**src/rtl/regwin_pkg.sv**
```systemverilog
package regwin_pkg;

    localparam int OFF_W = 5;

    localparam logic [OFF_W-1:0] OFF_CSR   = 5'h10;
    localparam logic [OFF_W-1:0] OFF_W_PTR = 5'h12;
    localparam logic [OFF_W-1:0] OFF_W_RST = 5'h14;
    localparam logic [OFF_W-1:0] OFF_W_BCR = 5'h16;
    localparam logic [OFF_W-1:0] OFF_D_PTR = 5'h14;
    localparam logic [OFF_W-1:0] OFF_D_RST = 5'h18;
    localparam logic [OFF_W-1:0] OFF_D_BCR = 5'h1C;

    localparam int B_INIT  = 0;
    localparam int B_START = 1;
    localparam int B_STOP  = 2;
    localparam int B_TDMD  = 3;
    localparam int B_IENA  = 6;
    localparam int B_IDON  = 8;

    localparam int IDX_ID_LO  = 88;
    localparam int IDX_ID_HI  = 89;
    localparam int IDX_SWSEL  = 20;

    typedef enum logic [2:0] {
        SEL_NONE,
        SEL_CSR,
        SEL_PTR,
        SEL_RST,
        SEL_BCR
    } port_sel_e;

    typedef struct packed {
        logic init;
        logic start;
        logic stop;
        logic tdmd;
        logic iena;
        logic idon;
    } cmd_t;

endpackage

```
**src/rtl/regwin_decode.sv**
```systemverilog
module regwin_decode
    import regwin_pkg::*;
(
    input  logic             wide,
    input  logic [OFF_W-1:0] off,
    output port_sel_e        sel
);
    always_comb begin
        sel = SEL_NONE;
        if (off == OFF_CSR) begin
            sel = SEL_CSR;
        end else if (wide) begin
            case (off)
                OFF_D_PTR: sel = SEL_PTR;
                OFF_D_RST: sel = SEL_RST;
                OFF_D_BCR: sel = SEL_BCR;
                default:   sel = SEL_NONE;
            endcase
        end else begin
            case (off)
                OFF_W_PTR: sel = SEL_PTR;
                OFF_W_RST: sel = SEL_RST;
                OFF_W_BCR: sel = SEL_BCR;
                default:   sel = SEL_NONE;
            endcase
        end
    end
endmodule

```
**src/rtl/regwin_cmd.sv**
```systemverilog
module regwin_cmd
    import regwin_pkg::*;
(
    input  logic        clk,
    input  logic        rst_n,
    input  logic        clr,
    input  logic        we,
    input  logic [15:0] wdata,
    output logic [15:0] rdval
);
    localparam cmd_t CMD_RESET = '{init: 1'b0, start: 1'b0, stop: 1'b1,
                                   tdmd: 1'b0, iena: 1'b0, idon: 1'b0};

    cmd_t cmd_q, cmd_d;
    logic wdata_unused;

    assign wdata_unused = ^{wdata[15:9], wdata[7], wdata[5:4]};

    always_comb begin
        cmd_d = cmd_q;
        // autonomous progress first: init completes, demand is a pulse
        if (cmd_q.init) begin
            cmd_d.init = 1'b0;
            cmd_d.idon = 1'b1;
        end
        cmd_d.tdmd = 1'b0;
        if (clr) begin
            cmd_d = CMD_RESET;
        end else if (we) begin
            if (wdata[B_STOP]) begin
                cmd_d = CMD_RESET;
            end else begin
                cmd_d.iena = wdata[B_IENA];
                if (wdata[B_IDON])  cmd_d.idon = 1'b0;
                if (wdata[B_INIT])  begin cmd_d.init  = 1'b1; cmd_d.stop = 1'b0; end
                if (wdata[B_START]) begin cmd_d.start = 1'b1; cmd_d.stop = 1'b0; end
                if (wdata[B_TDMD])  cmd_d.tdmd = 1'b1;
            end
        end
    end

    always_ff @(posedge clk) begin
        if (!rst_n) cmd_q <= CMD_RESET;
        else        cmd_q <= cmd_d;
    end

    always_comb begin
        rdval          = '0;
        rdval[B_INIT]  = cmd_q.init;
        rdval[B_START] = cmd_q.start;
        rdval[B_STOP]  = cmd_q.stop;
        rdval[B_TDMD]  = cmd_q.tdmd;
        rdval[B_IENA]  = cmd_q.iena;
        rdval[B_IDON]  = cmd_q.idon;
    end

    p_stop_wins_r7: assert property (@(posedge clk) disable iff (!rst_n)
        (we && wdata[B_STOP]) |=> (rdval == 16'h0004));

    p_idon_set_r8: assert property (@(posedge clk) disable iff (!rst_n)
        (cmd_q.init && !clr && !(we && (wdata[B_STOP] || wdata[B_IDON])))
        |=> cmd_q.idon);

    p_tdmd_pulse_r9: assert property (@(posedge clk) disable iff (!rst_n)
        (cmd_q.tdmd && !(we && wdata[B_TDMD])) |=> !cmd_q.tdmd);
endmodule

```
**src/rtl/regwin_regfile.sv**
```systemverilog
module regwin_regfile
    import regwin_pkg::*;
#(
    parameter int          IDX_W     = 7,
    parameter int          CGEN_BASE = 16,
    parameter int          CGEN_N    = 8,
    parameter int          BGEN_BASE = 0,
    parameter int          BGEN_N    = 8,
    parameter logic [15:0] PART_CODE = 16'h2627
)(
    input  logic             clk,
    input  logic             rst_n,
    input  logic             clr,
    input  logic [IDX_W-1:0] idx,
    input  logic             csr_we,
    input  logic             bcr_we,
    input  logic [15:0]      wdata,
    output logic [15:0]      csr_rd,
    output logic [15:0]      bcr_rd,
    output logic             struct32
);
    typedef struct packed {
        logic [CGEN_N-1:0][15:0] cgen;
        logic [BGEN_N-1:0][15:0] bgen;
        logic [15:0]             swsel;
    } rf_t;

    rf_t rf_q, rf_d;
    int  idx_i;
    logic [CGEN_N-1:0] c_hit;
    logic [BGEN_N-1:0] b_hit;
    logic sel_hit;

    assign idx_i   = 32'(idx);
    assign sel_hit = (idx_i == IDX_SWSEL);

    for (genvar g = 0; g < CGEN_N; g++) begin : g_chit
        assign c_hit[g] = (idx_i == CGEN_BASE + g);
    end
    for (genvar g = 0; g < BGEN_N; g++) begin : g_bhit
        assign b_hit[g] = (idx_i == BGEN_BASE + g);
    end

    always_comb begin
        rf_d = rf_q;
        if (clr) begin
            rf_d = '0;
        end else begin
            for (int i = 0; i < CGEN_N; i++)
                if (csr_we && c_hit[i]) rf_d.cgen[i] = wdata;
            for (int i = 0; i < BGEN_N; i++)
                if (bcr_we && b_hit[i]) rf_d.bgen[i] = wdata;
            if (bcr_we && sel_hit) rf_d.swsel = wdata;
        end
    end

    always_ff @(posedge clk) begin
        if (!rst_n) rf_q <= '0;
        else        rf_q <= rf_d;
    end

    always_comb begin
        csr_rd = '0;
        for (int i = 0; i < CGEN_N; i++)
            if (c_hit[i]) csr_rd = rf_q.cgen[i];
        if (idx_i == IDX_ID_LO) csr_rd = {PART_CODE[3:0], 12'h003};
        if (idx_i == IDX_ID_HI) csr_rd = {4'h0, PART_CODE[15:4]};
        bcr_rd = '0;
        for (int i = 0; i < BGEN_N; i++)
            if (b_hit[i]) bcr_rd = rf_q.bgen[i];
        if (sel_hit) bcr_rd = rf_q.swsel;
    end

    assign struct32 = rf_q.swsel[1];

    p_swsel_follow_r10: assert property (@(posedge clk) disable iff (!rst_n)
        (bcr_we && sel_hit && !clr) |=> (struct32 == $past(wdata[1])));
endmodule

```
**src/rtl/regwin_port.sv**
```systemverilog
module regwin_port
    import regwin_pkg::*;
#(
    parameter int          IDX_W     = 7,
    parameter int          CGEN_BASE = 16,
    parameter int          CGEN_N    = 8,
    parameter int          BGEN_BASE = 0,
    parameter int          BGEN_N    = 8,
    parameter logic [15:0] PART_CODE = 16'h2627
)(
    input  logic        clk,
    input  logic        rst_n,
    input  logic        acc_en,
    input  logic        acc_wr,
    input  logic        acc_wide,
    input  logic [4:0]  acc_off,
    input  logic [31:0] acc_wdata,
    output logic [31:0] rd_data,
    output logic        wide_layout,
    output logic        sw_struct32
);
    typedef struct packed {
        logic             wide;
        logic [IDX_W-1:0] ptr;
    } win_t;

    win_t      win_q, win_d;
    port_sel_e sel;
    logic      rd, wr, clr, cmd_we, csr_we, bcr_we, switch_req;
    logic [15:0] cmd_rd, csr_rd, bcr_rd;
    logic      wdata_hi_unused;

    assign wdata_hi_unused = ^acc_wdata[31:16];

    regwin_decode u_dec (
        .wide (win_q.wide),
        .off  (acc_off),
        .sel  (sel)
    );

    assign rd         = acc_en && !acc_wr;
    assign wr         = acc_en && acc_wr;
    assign clr        = rd && (sel == SEL_RST);
    assign switch_req = wr && acc_wide && (acc_off == OFF_CSR);
    assign csr_we     = wr && (sel == SEL_CSR);
    assign cmd_we     = csr_we && (win_q.ptr == '0);
    assign bcr_we     = wr && (sel == SEL_BCR);

    regwin_cmd u_cmd (
        .clk   (clk),
        .rst_n (rst_n),
        .clr   (clr),
        .we    (cmd_we),
        .wdata (acc_wdata[15:0]),
        .rdval (cmd_rd)
    );

    regwin_regfile #(
        .IDX_W     (IDX_W),
        .CGEN_BASE (CGEN_BASE),
        .CGEN_N    (CGEN_N),
        .BGEN_BASE (BGEN_BASE),
        .BGEN_N    (BGEN_N),
        .PART_CODE (PART_CODE)
    ) u_rf (
        .clk      (clk),
        .rst_n    (rst_n),
        .clr      (clr),
        .idx      (win_q.ptr),
        .csr_we   (csr_we),
        .bcr_we   (bcr_we),
        .wdata    (acc_wdata[15:0]),
        .csr_rd   (csr_rd),
        .bcr_rd   (bcr_rd),
        .struct32 (sw_struct32)
    );

    always_comb begin
        win_d = win_q;
        if (clr) begin
            win_d = '0;
        end else begin
            if (switch_req)                win_d.wide = 1'b1;
            if (wr && (sel == SEL_PTR))    win_d.ptr  = acc_wdata[IDX_W-1:0];
        end
    end

    always_ff @(posedge clk) begin
        if (!rst_n) win_q <= '0;
        else        win_q <= win_d;
    end

    always_comb begin
        rd_data = '0;
        if (rd) begin
            case (sel)
                SEL_CSR: rd_data[15:0] = (win_q.ptr == '0) ? cmd_rd : csr_rd;
                SEL_PTR: rd_data[15:0] = 16'(win_q.ptr);
                SEL_BCR: rd_data[15:0] = bcr_rd;
                default: rd_data       = '0;
            endcase
        end
    end

    assign wide_layout = win_q.wide;

    p_layout_entry_r3: assert property (@(posedge clk) disable iff (!rst_n)
        $rose(win_q.wide) |-> $past(acc_en && acc_wr && acc_wide && acc_off == OFF_CSR));

    p_ptr_hold_r4: assert property (@(posedge clk) disable iff (!rst_n)
        (!(wr && sel == SEL_PTR) && !clr) |=> $stable(win_q.ptr));

    p_port_reset_r1: assert property (@(posedge clk) disable iff (!rst_n)
        clr |=> (!win_q.wide && win_q.ptr == '0 && cmd_rd == 16'h0004));
endmodule

```
**config.mk**
```make
export PLATFORM = sky130hd
export DESIGN_NAME = regwin_port
export DESIGN_NICKNAME = d
export VERILOG_FILES = /design/src/rtl/regwin_pkg.sv /design/src/rtl/regwin_decode.sv /design/src/rtl/regwin_cmd.sv /design/src/rtl/regwin_regfile.sv /design/src/rtl/regwin_port.sv
export SDC_FILE = /design/constraint.sdc
export NUM_CORES = 1
export LEC_CHECK = 0
export BUFFER_PORTS_ARGS = -buffer_cell sky130_fd_sc_hd__clkbuf_2
export CORE_UTILIZATION = 41
export DETAILED_ROUTE_END_ITERATION = 7
export HOLD_SLACK_MARGIN = 0.12
export PLACE_DENSITY = 0.54
export SYNTH_ARGS = -nofsm -noshare
export SYNTH_HDL_FRONTEND = slang
export SYNTH_SLANG_ARGS = --single-unit
```
**constraint.sdc**
```tcl
create_clock -name clk -period 10.48 [get_ports clk]
set_clock_uncertainty 0.15 [all_clocks]
set_input_delay 3.144 -clock clk [delete_from_list [all_inputs] [get_ports clk]]
set_output_delay 3.144 -clock clk [all_outputs]
set_load 0.1 [all_outputs]
```
Word level (Yosys, flattened, before mapping) --
Cells that the tools add are included.
Storage, ports and cells: bits in read-only memories 0, memory bits (writable) 0, input port bits 42, memories kept 0, latch bits 0, output and inout port bits 34, register bits after elaboration 286
Cells by class: eq/ne operators 27, $mul 0, bitwise operators 2, shifts and indexed selects 0, divide/modulo/power cells 0, $add $sub $neg 0, multiplexer cells 34, reduce and logical (&&, ||, !) cells 35, $lt $le $gt $ge 0
Operators by type and width (number):
- $mux 16 | 21
- $eq 7x6->1 const B | 8
- $pmux 16 s3 | 1
- $logic_not 32->1 | 1
- $eq 5x5->1 const B | 6
- $eq 7x4->1 const B | 4
- $logic_and 1x1->1 | 26
- $pmux 3 s3 | 2
- $eq 7x3->1 const B | 2
- $eq 7x7->1 const B | 2
- $eq 7x2->1 const B | 1
- $logic_not 7->1 | 1
- $eq 3x2->1 const B | 2
- $mux 1 | 6
- $mux 3 | 2
- $mux 5 | 1
- $reduce_and 2->1 | 2
- $reduce_or 4->1 | 1
- $eq 3x1->1 const B | 1
- $eq 3x3->1 const B | 1
- $reduce_bool 3->1 | 1
- $mux 2 | 1
- $not 1->1 | 2
- $reduce_bool 2->1 | 1
- 2 further kinds | 2

Depth between registers and ports, before layout --
Gate-level depths: netlist of run 1.
depth after elaboration 14, mapped depth 9, mapped depth without buffers 6

Hierarchy --
Synthesis of run 1 repeated with hierarchy kept, for this count alone.
Unflattened totals: cell total of the unflattened synthesis 1888, area total of the unflattened synthesis 14201.1 um^2
By module, submodules not included:
- regwin_regfile | cells an instance 1682, instances 1, sequential area each 5445.2 um^2, area each 12643.4 um^2
- regwin_port | cells an instance 164, instances 1, sequential area each 160.2 um^2, area each 1181.1 um^2
- regwin_cmd | cells an instance 31, instances 1, sequential area each 120.1 um^2, area each 291.5 um^2
- regwin_decode | cells an instance 11, instances 1, sequential area each 0.0 um^2, area each 85.1 um^2

Least setup slack after synthesis of run 1 --
No wires, ideal clock.
path kind in2out, from input acc_off[1], to output rd_data[11], stages on the path 5, setup slack 0.608 ns, arrival time 6.578 ns, cell sequence or3b_4 or3_1 nor3_1 nand2_1 o32ai_1
On the way: word-level cells in the longest chain between the ends 7, elaborated cells between the ends (all ways) 15, those cells by class eq/ne (9); mux (6)
Ends and longest elaborated chain:
- from (decl) | line regwin_port.sv:16 | input logic [4:0] acc_off,
- $eq 5x5->1, on equally long branches | line regwin_decode.sv:20, regwin_decode.sv:13
- $pmux 3 s3, on equally long branches | line regwin_decode.sv:20, regwin_decode.sv:13
- $mux 3 | line regwin_decode.sv:12 | end else if (wide) begin
- $mux 3 * | line regwin_decode.sv:10 | if (off == OFF_CSR) begin
- $eq 3x3->1, or another cell as far along | line regwin_port.sv:96 | case (sel)
- $pmux 16 s3 * | line regwin_port.sv:96
- $mux 16 * | line regwin_port.sv:95 | if (rd) begin
- to (decl) | line regwin_port.sv:18 | output logic [31:0] rd_data,
Every way passes the cells marked *; elsewhere a longest branch is shown, timed or not.

Worst setup path after layout of run 1 --
from input acc_off[1], to output rd_data[12]
The elaborated chain is that of the path after synthesis.

==> impl_results.md, run 1 <==
- Flop pwr share: 0.464
- I/O pin total: 76
- Initial antenna violation count: 0
- Syn Inst Count: 1662
- Max Cap Violations: 0
- Top-area cell type share of the netlist area: 0.4186
- TritonCTS buffer count: 31
- Antenna-violating nets left: 0
- CP Capture Type: primary output
- Async S/R FF share, synth: 0
- Initial DRC count: 1229
- Die Span Y: 184.6 microns
- First-pass GRT wire length: 69030 microns
- Vias: 11947
- Synthesis-stage register bit count: 286
- Unrepaired setup endpoints after global routing: no
- HP Start: u_rf.rf_q[75]
- Ys flop type: dfxtp_1
- Depth of the worst hold-timing path: 2
- Vias in the first global route: 10927
- Setup crit start kind: input port
- Status: completed
- Total Routing Usage GR: 0.2697
- Slew HR: 0.2415
- DR WL/cell: 22.10 microns
- Hold Path End: u_rf.rf_q[75]
- Cell taking the most area after synthesis: dfxtp_1
- Worst-path fanout max: 5
- GR Overflow Total: 0
- Final wirelength: 45770 microns
- Clk root buf: clkbuf_16
- TNS Setup: 0 ns
- PD cells: 157.1 mW/mm^2
- Most frequent cell after synthesis: nand2_1
- Synth top area cells: dfxtp_1, mux2i_1, nand2_1
- TritonRoute pass-1 iters: 6
- Leak: 5.547 nW
- Core area: 0.03270 sq mm
- CTS tree: built
- Resize count post-CTS: 0
- Worst-Skew Late Latency: 0.57 ns
- # rows: 66
- Critical Path RT: 7.19 ns
- Multi-input logic area: 0.007204 sq mm
- DP HPWL: 28850 microns
- Top cells by instance count after synthesis: nand2_1, dfxtp_1, a21oi_1
- Largest net degree at the start of global routing: 103
- # setup viols final: 0
- Nets: 1647
- Worst r2r src: win_q[0]
- R2R cell count: 5
- WP data arrival: 5.83 ns
- RD Place Congestion: 0.9008
- Post-CTS Setup Bufs: 0
- Dpl cells: 2014
- Clock power share: 0.496
- Die ar.: 0.03409 sq mm
- Worst r2r dst: u_rf.rf_q[234]
- Clock sinks: 286
- Switching power: 0.0005430 W
- Measured slew at the worst slew-check pin: 1.129 ns
- Sequential cell area: 0.005733 sq mm
- Max IR drop VDD: 0.0001324 V
- Logic gate share of total power: 0.040
- Finished Layout Cells: 2071
- Die X: 184.6 microns
- H-tree lvl count: 1
- R2R setup slack: 6.58 ns
- Fmax: 109.7 MHz
- Hold/Removal Path Class: reg2reg
- Synth Cell Area: 0.01368 sq mm
- Post-synth EDFFs: 0
- N_diodes: 0
- Sw Ratio: 0.2317
- Synth Area per Inst: 8.229 sq um
- PortBufs: 43
- Post-CTS Hold Fix Bufs: 0
- FILL cells: 3299
- Tcrit/Tclk final: 0.8702
- Initial Util: 0.4182
- Cell Int Power: 0.001801 W
- Final Hold Vio Count: 0
- Vias/cell: 5.769
- CTS max path bufs: 3
- Synth cell types: 75
- Synth warn: 0
- Area Overhead vs Synth: 9.121%
- Tmin final: 9.119 ns
- WS Path Type: in2out
- Clk pin slew, worst setup/hold paths: 0.06 ns
- Register area share after synthesis: 0.4186
- DR DRC count: 0
- Slew Limit Fails: 0
- Critical path origin: acc_off[1]
- Layout cell share with drive strength beyond 1: 0.1172
-- worst max-delay path, stage by stage --
cell	delay, ns
clkbuf_2	0.11
or3b_4	0.45
or3_1	0.38
nor3_1	0.72
o31a_1	0.33
a221o_1	0.22
clkbuf_2	0.47
-- cell type report --
type                       count  area share
clock buffer                  44     0.06128
tap                          442     0.03706
timing repair buffer          57     0.02146
clock inverter                13     0.01157
sequential                   286      0.3841
multi-input combinational   1222      0.4827
inverter                       7    0.001761
-- metal layers --
layer,vias to the layer above,global-route usage,part of all wire
li1,5588,-,-
met1,5795,0.3833,0.46
met2,496,0.4252,0.45
met3,68,0.04367,0.076
met4,0,0.06248,0.019
met5,-,0,0
-- sequential cells by signal, summed over array words and instances, names as in the netlist --
register,flops
u_cmd.rdval,6
u_rf.rf_q,271
u_rf.struct32,1
wide_layout,1
win_q,7
-- worst max path at each step --
| stage | end |
|---|---|
| 5_1_grt | rd_data[12] |
| 3_3_place_gp | rd_data[12] |
| 4_1_cts | rd_data[13] |
| 3_5_place_dp | rd_data[13] |
| 6_report | rd_data[12] |
| 2_1_floorplan | rd_data[11] |
-- cells in the final DEF, fill, tap and decap left out, types with 10 or more instances in the layout --
cell,netlist,final
clkbuf_2,0,43
conb_1,1,16
nor3_1,10,10
a21oi_2,20,20
mux2i_1,150,150
dfxtp_1,286,284
nor2b_1,12,11
nand2_1,363,363
a21oi_1,190,190
o21ai_0,62,62
clkbuf_16,0,31
a22oi_1,14,14
nand2b_1,11,11
nor2_1,162,162
nand3_1,30,30
buf_4,22,14
mux4_2,15,15
-- logic make-up (layout without fill, tap and decap cells) --
group | Yosys count | after routing | synth area share
simple gates | 658 | 658 | 0.2129
compound gates | 377 | 377 | 0.1688
flops | 286 | 286 | 0.4186
buf+inv | 169 | 121 | 0.06001
other cells | 1 | 16 | 0.0002742
mux | 171 | 171 | 0.1394
-- power groups by stage --
stage	logic (W)	registers [W]	clock network [W]
2_1_floorplan	0.0000749	0.00111	0
6_report	0.0000940	0.00109	0.00116
3_5_place_dp	0.0000934	0.00111	0
3_3_place_gp	0.0000933	0.00111	0
5_1_grt	0.0000983	0.00109	0.00123
4_1_cts	0.0000935	0.00109	0.00118
-- metrics by stage --
stage	cell area [sq um]	hold slack [ns]	total power, W	util	setup WS, ns
3_3_place_gp	13840	0.2843	0.001205	0.4231	1.487
3_5_place_dp	13840	0.2930	0.001206	0.4231	1.503
5_1_grt	14920	0.3131	0.002412	0.4564	1.390
4_1_cts	14920	0.3021	0.002360	0.4564	1.484
2_1_floorplan	13730	0.2775	0.001187	-	0.6084
6_report	14920	0.2990	0.002344	0.4564	1.361
(Power assumes the default switching activity.)
==> run 2: changes to the inputs <==
--- a/config.mk
+++ b/config.mk
@@ -10,6 +10,7 @@
 export DETAILED_ROUTE_END_ITERATION = 7
 export HOLD_SLACK_MARGIN = 0.12
 export PLACE_DENSITY = 0.54
+export REMOVE_ABC_BUFFERS = 1
 export SYNTH_ARGS = -nofsm -noshare
 export SYNTH_HDL_FRONTEND = slang
 export SYNTH_SLANG_ARGS = --single-unit
==> impl_results.md, run 2 (synthesis gave the netlist of run 1 again) <==
- Post-CTS Setup Bufs: 0 (unchanged)
- Post-route cell area: 0.01488 sq mm (was 0.01492 sq mm)
- GR Overflow Total: 0 (unchanged)
- Initial antenna violation count: 0 (unchanged)
- Antenna-violating nets left: 0 (unchanged)
- Crit-path slowest cell: nor3_1 (unchanged)
- Area Overhead vs Synth: 8.773% (was 9.121%)
- Slew Limit Fails: 0 (unchanged)
- Vias: 11950 (was 11947)
- Die ar.: 0.03409 sq mm (unchanged)
- Tcrit/Tclk final: 0.8503 (was 0.8702)
- Resize count post-CTS: 0 (unchanged)
- CP bufs+invs: 2 (unchanged)
- First-pass GRT wire length: 70560 microns (was 69030 microns)
- Vias in the first global route: 10937 (was 10927)
- Post-CTS Hold Fix Bufs: 0 (unchanged)
- Finished Layout Cells: 2071 (unchanged)
- Tmin final: 8.912 ns (was 9.119 ns)
- Final Hold Vio Count: 0 (unchanged)
- PortBufs: 43 (unchanged)
- Critical path's most frequent cell: clkbuf_2 (unchanged)
- Post-DP Area: 0.01384 sq mm (about the same)
- Hold/Removal Path Class: reg2reg (unchanged)
- Die Span Y: 184.6 microns (unchanged)
- Largest net degree at the start of global routing: 105 (was 103)
- Total Routing Usage GR: 0.2751 (was 0.2697)
- Dpl cells: 2014 (unchanged)
- # rows: 66 (unchanged)
- Clk root buf: clkbuf_16 (unchanged)
- Clk pin slew, worst setup/hold paths: 0.06 ns (about the same)
- Worst-Skew Late Latency: 0.56 ns (was 0.57 ns)
- Fmax: 112.2 MHz (was 109.7 MHz)
- Max IR drop VDD: 0.00009438 V (was 0.0001324 V)
- Vias/cell: 5.770 (was 5.769)
- Critical Path RT: 7.19 ns (about the same)
- H-tree lvl count: 1 (unchanged)
- TritonRoute pass-1 iters: 5 (was 6)
- DR DRC count: 0 (unchanged)
- Initial Util: 0.4182 (unchanged)
- Setup crit start kind: input port (unchanged)
- Slew HR: 0.1932 (was 0.2415)
- Measured slew at the worst slew-check pin: 1.210 ns (was 1.129 ns)
- Die X: 184.6 microns (unchanged)
- Core area: 0.03270 sq mm (unchanged)
- Commonest non-fill, non-tap cell in the layout: nand2_1 (unchanged)
- Initial DRC count: 1269 (was 1229)
- CTS max path bufs: 3 (unchanged)
- FILL cells: 3268 (was 3299)
- Power Total: 0.002293 W (was 0.002344 W)
- Crit-path max cell delay: 0.49 ns (was 0.72 ns)
- Leak: 5.518 nW (was 5.547 nW)
- WS Path Type: in2out (unchanged)
- DP HPWL: 29220 microns (was 28850 microns)
- Cell Chain, Critical Path: clkbuf_2 > or3b_4 > or3_1 > nor3_1 > o31a_1 > a221o_1 > clkbuf_2 (unchanged)
- Clock sinks: 286 (unchanged)
- I/O pin total: 76 (unchanged)
- N_diodes: 0 (unchanged)
- Layout cell share with drive strength beyond 1: 0.1154 (was 0.1172)
- Unrepaired setup endpoints after global routing: no (unchanged)
- CP delay by family, top: simple AND/OR/NAND/NOR gates (unchanged)
- Hold slack: 0.3005 ns (was 0.2990 ns)
- PD cells: 154.1 mW/mm^2 (was 157.1 mW/mm^2)
- CP Capture Type: primary output (unchanged)
- TritonCTS buffer count: 31 (unchanged)
- CTS tree: built (unchanged)
- WP data arrival: 5.62 ns (was 5.83 ns)
- RD Place Congestion: 0.9054 (was 0.9008)
- DR WL/cell: 22.73 microns (was 22.10 microns)
- Top reg by flops: u_rf.rf_q (unchanged)
- Max Cap Violations: 0 (unchanged)
- Placement Setup Slack: 1.633 ns (was 1.503 ns)
- Final wirelength: 47080 microns (was 45770 microns)
- Most frequent cells in the layout: nand2_1, dfxtp_1, a21oi_1 (unchanged)
- Worst-path fanout max: 5 (unchanged)
- Post-route setup slack: 1.568 ns (was 1.361 ns)
- # setup viols final: 0 (unchanged)
- Status: completed (unchanged)
- Max reg flops: 271 (unchanged)
- Nets: 1647 (unchanged)
## run 2: through the flow
step	TNS, ns	util
final	0	0.4549
after detailed placement	0	0.4233
after floorplan	-875.41	-
after global placement	0	0.4233
after CTS	0	0.4549
after global routing	0	0.4549
## run 2: cell type report
type,instances,area (sq um),area share
multi-input cells,1222,7209,0.4846
flip-flops and latches,286,5733,0.3854
clock buffers,52,984.7,0.06619
well taps,442,553.0,0.03717
repair buffers,57,320.3,0.02153
clock inverters,5,50.05,0.003364
inverters,7,26.28,0.001766
## run 2: power by group
part	internal, W	switching, W	total (W)
sequential	0.00109	0.000000827	0.00109
combinational	0.0000114	0.0000877	0.0000990
clock	0.000657	0.000449	0.00111
total	0.00176	0.000537	0.00229
## run 2: layer usage
metal  track usage  wire, microns  vias up
met1        0.4013          21480     5801
met2        0.4225          20900      499
li1              -              -     5572
met4       0.08661           1326        0
met3       0.02885           3377       78
met5             0              0        -
## run 2: worst paths after layout
kind	startpoint	cells past startpoint	slack, ns	to
max	acc_off[1]	7	1.57	rd_data[12]
max reg2reg	win_q[1]	4	7.08	u_rf.rf_q[50]
min	u_rf.rf_q[162]	2	0.30	u_rf.rf_q[162]
min reg2reg	u_rf.rf_q[162]	2	0.30	u_rf.rf_q[162]
## run 2: tightest hold or removal path: cells and delay by family (launching register included)
family	cells	cell delay (ns)
AND/OR/NAND/NOR	1	0.05
AO/OA/AOI/OAI	1	0.05
flip-flops	1	0.31
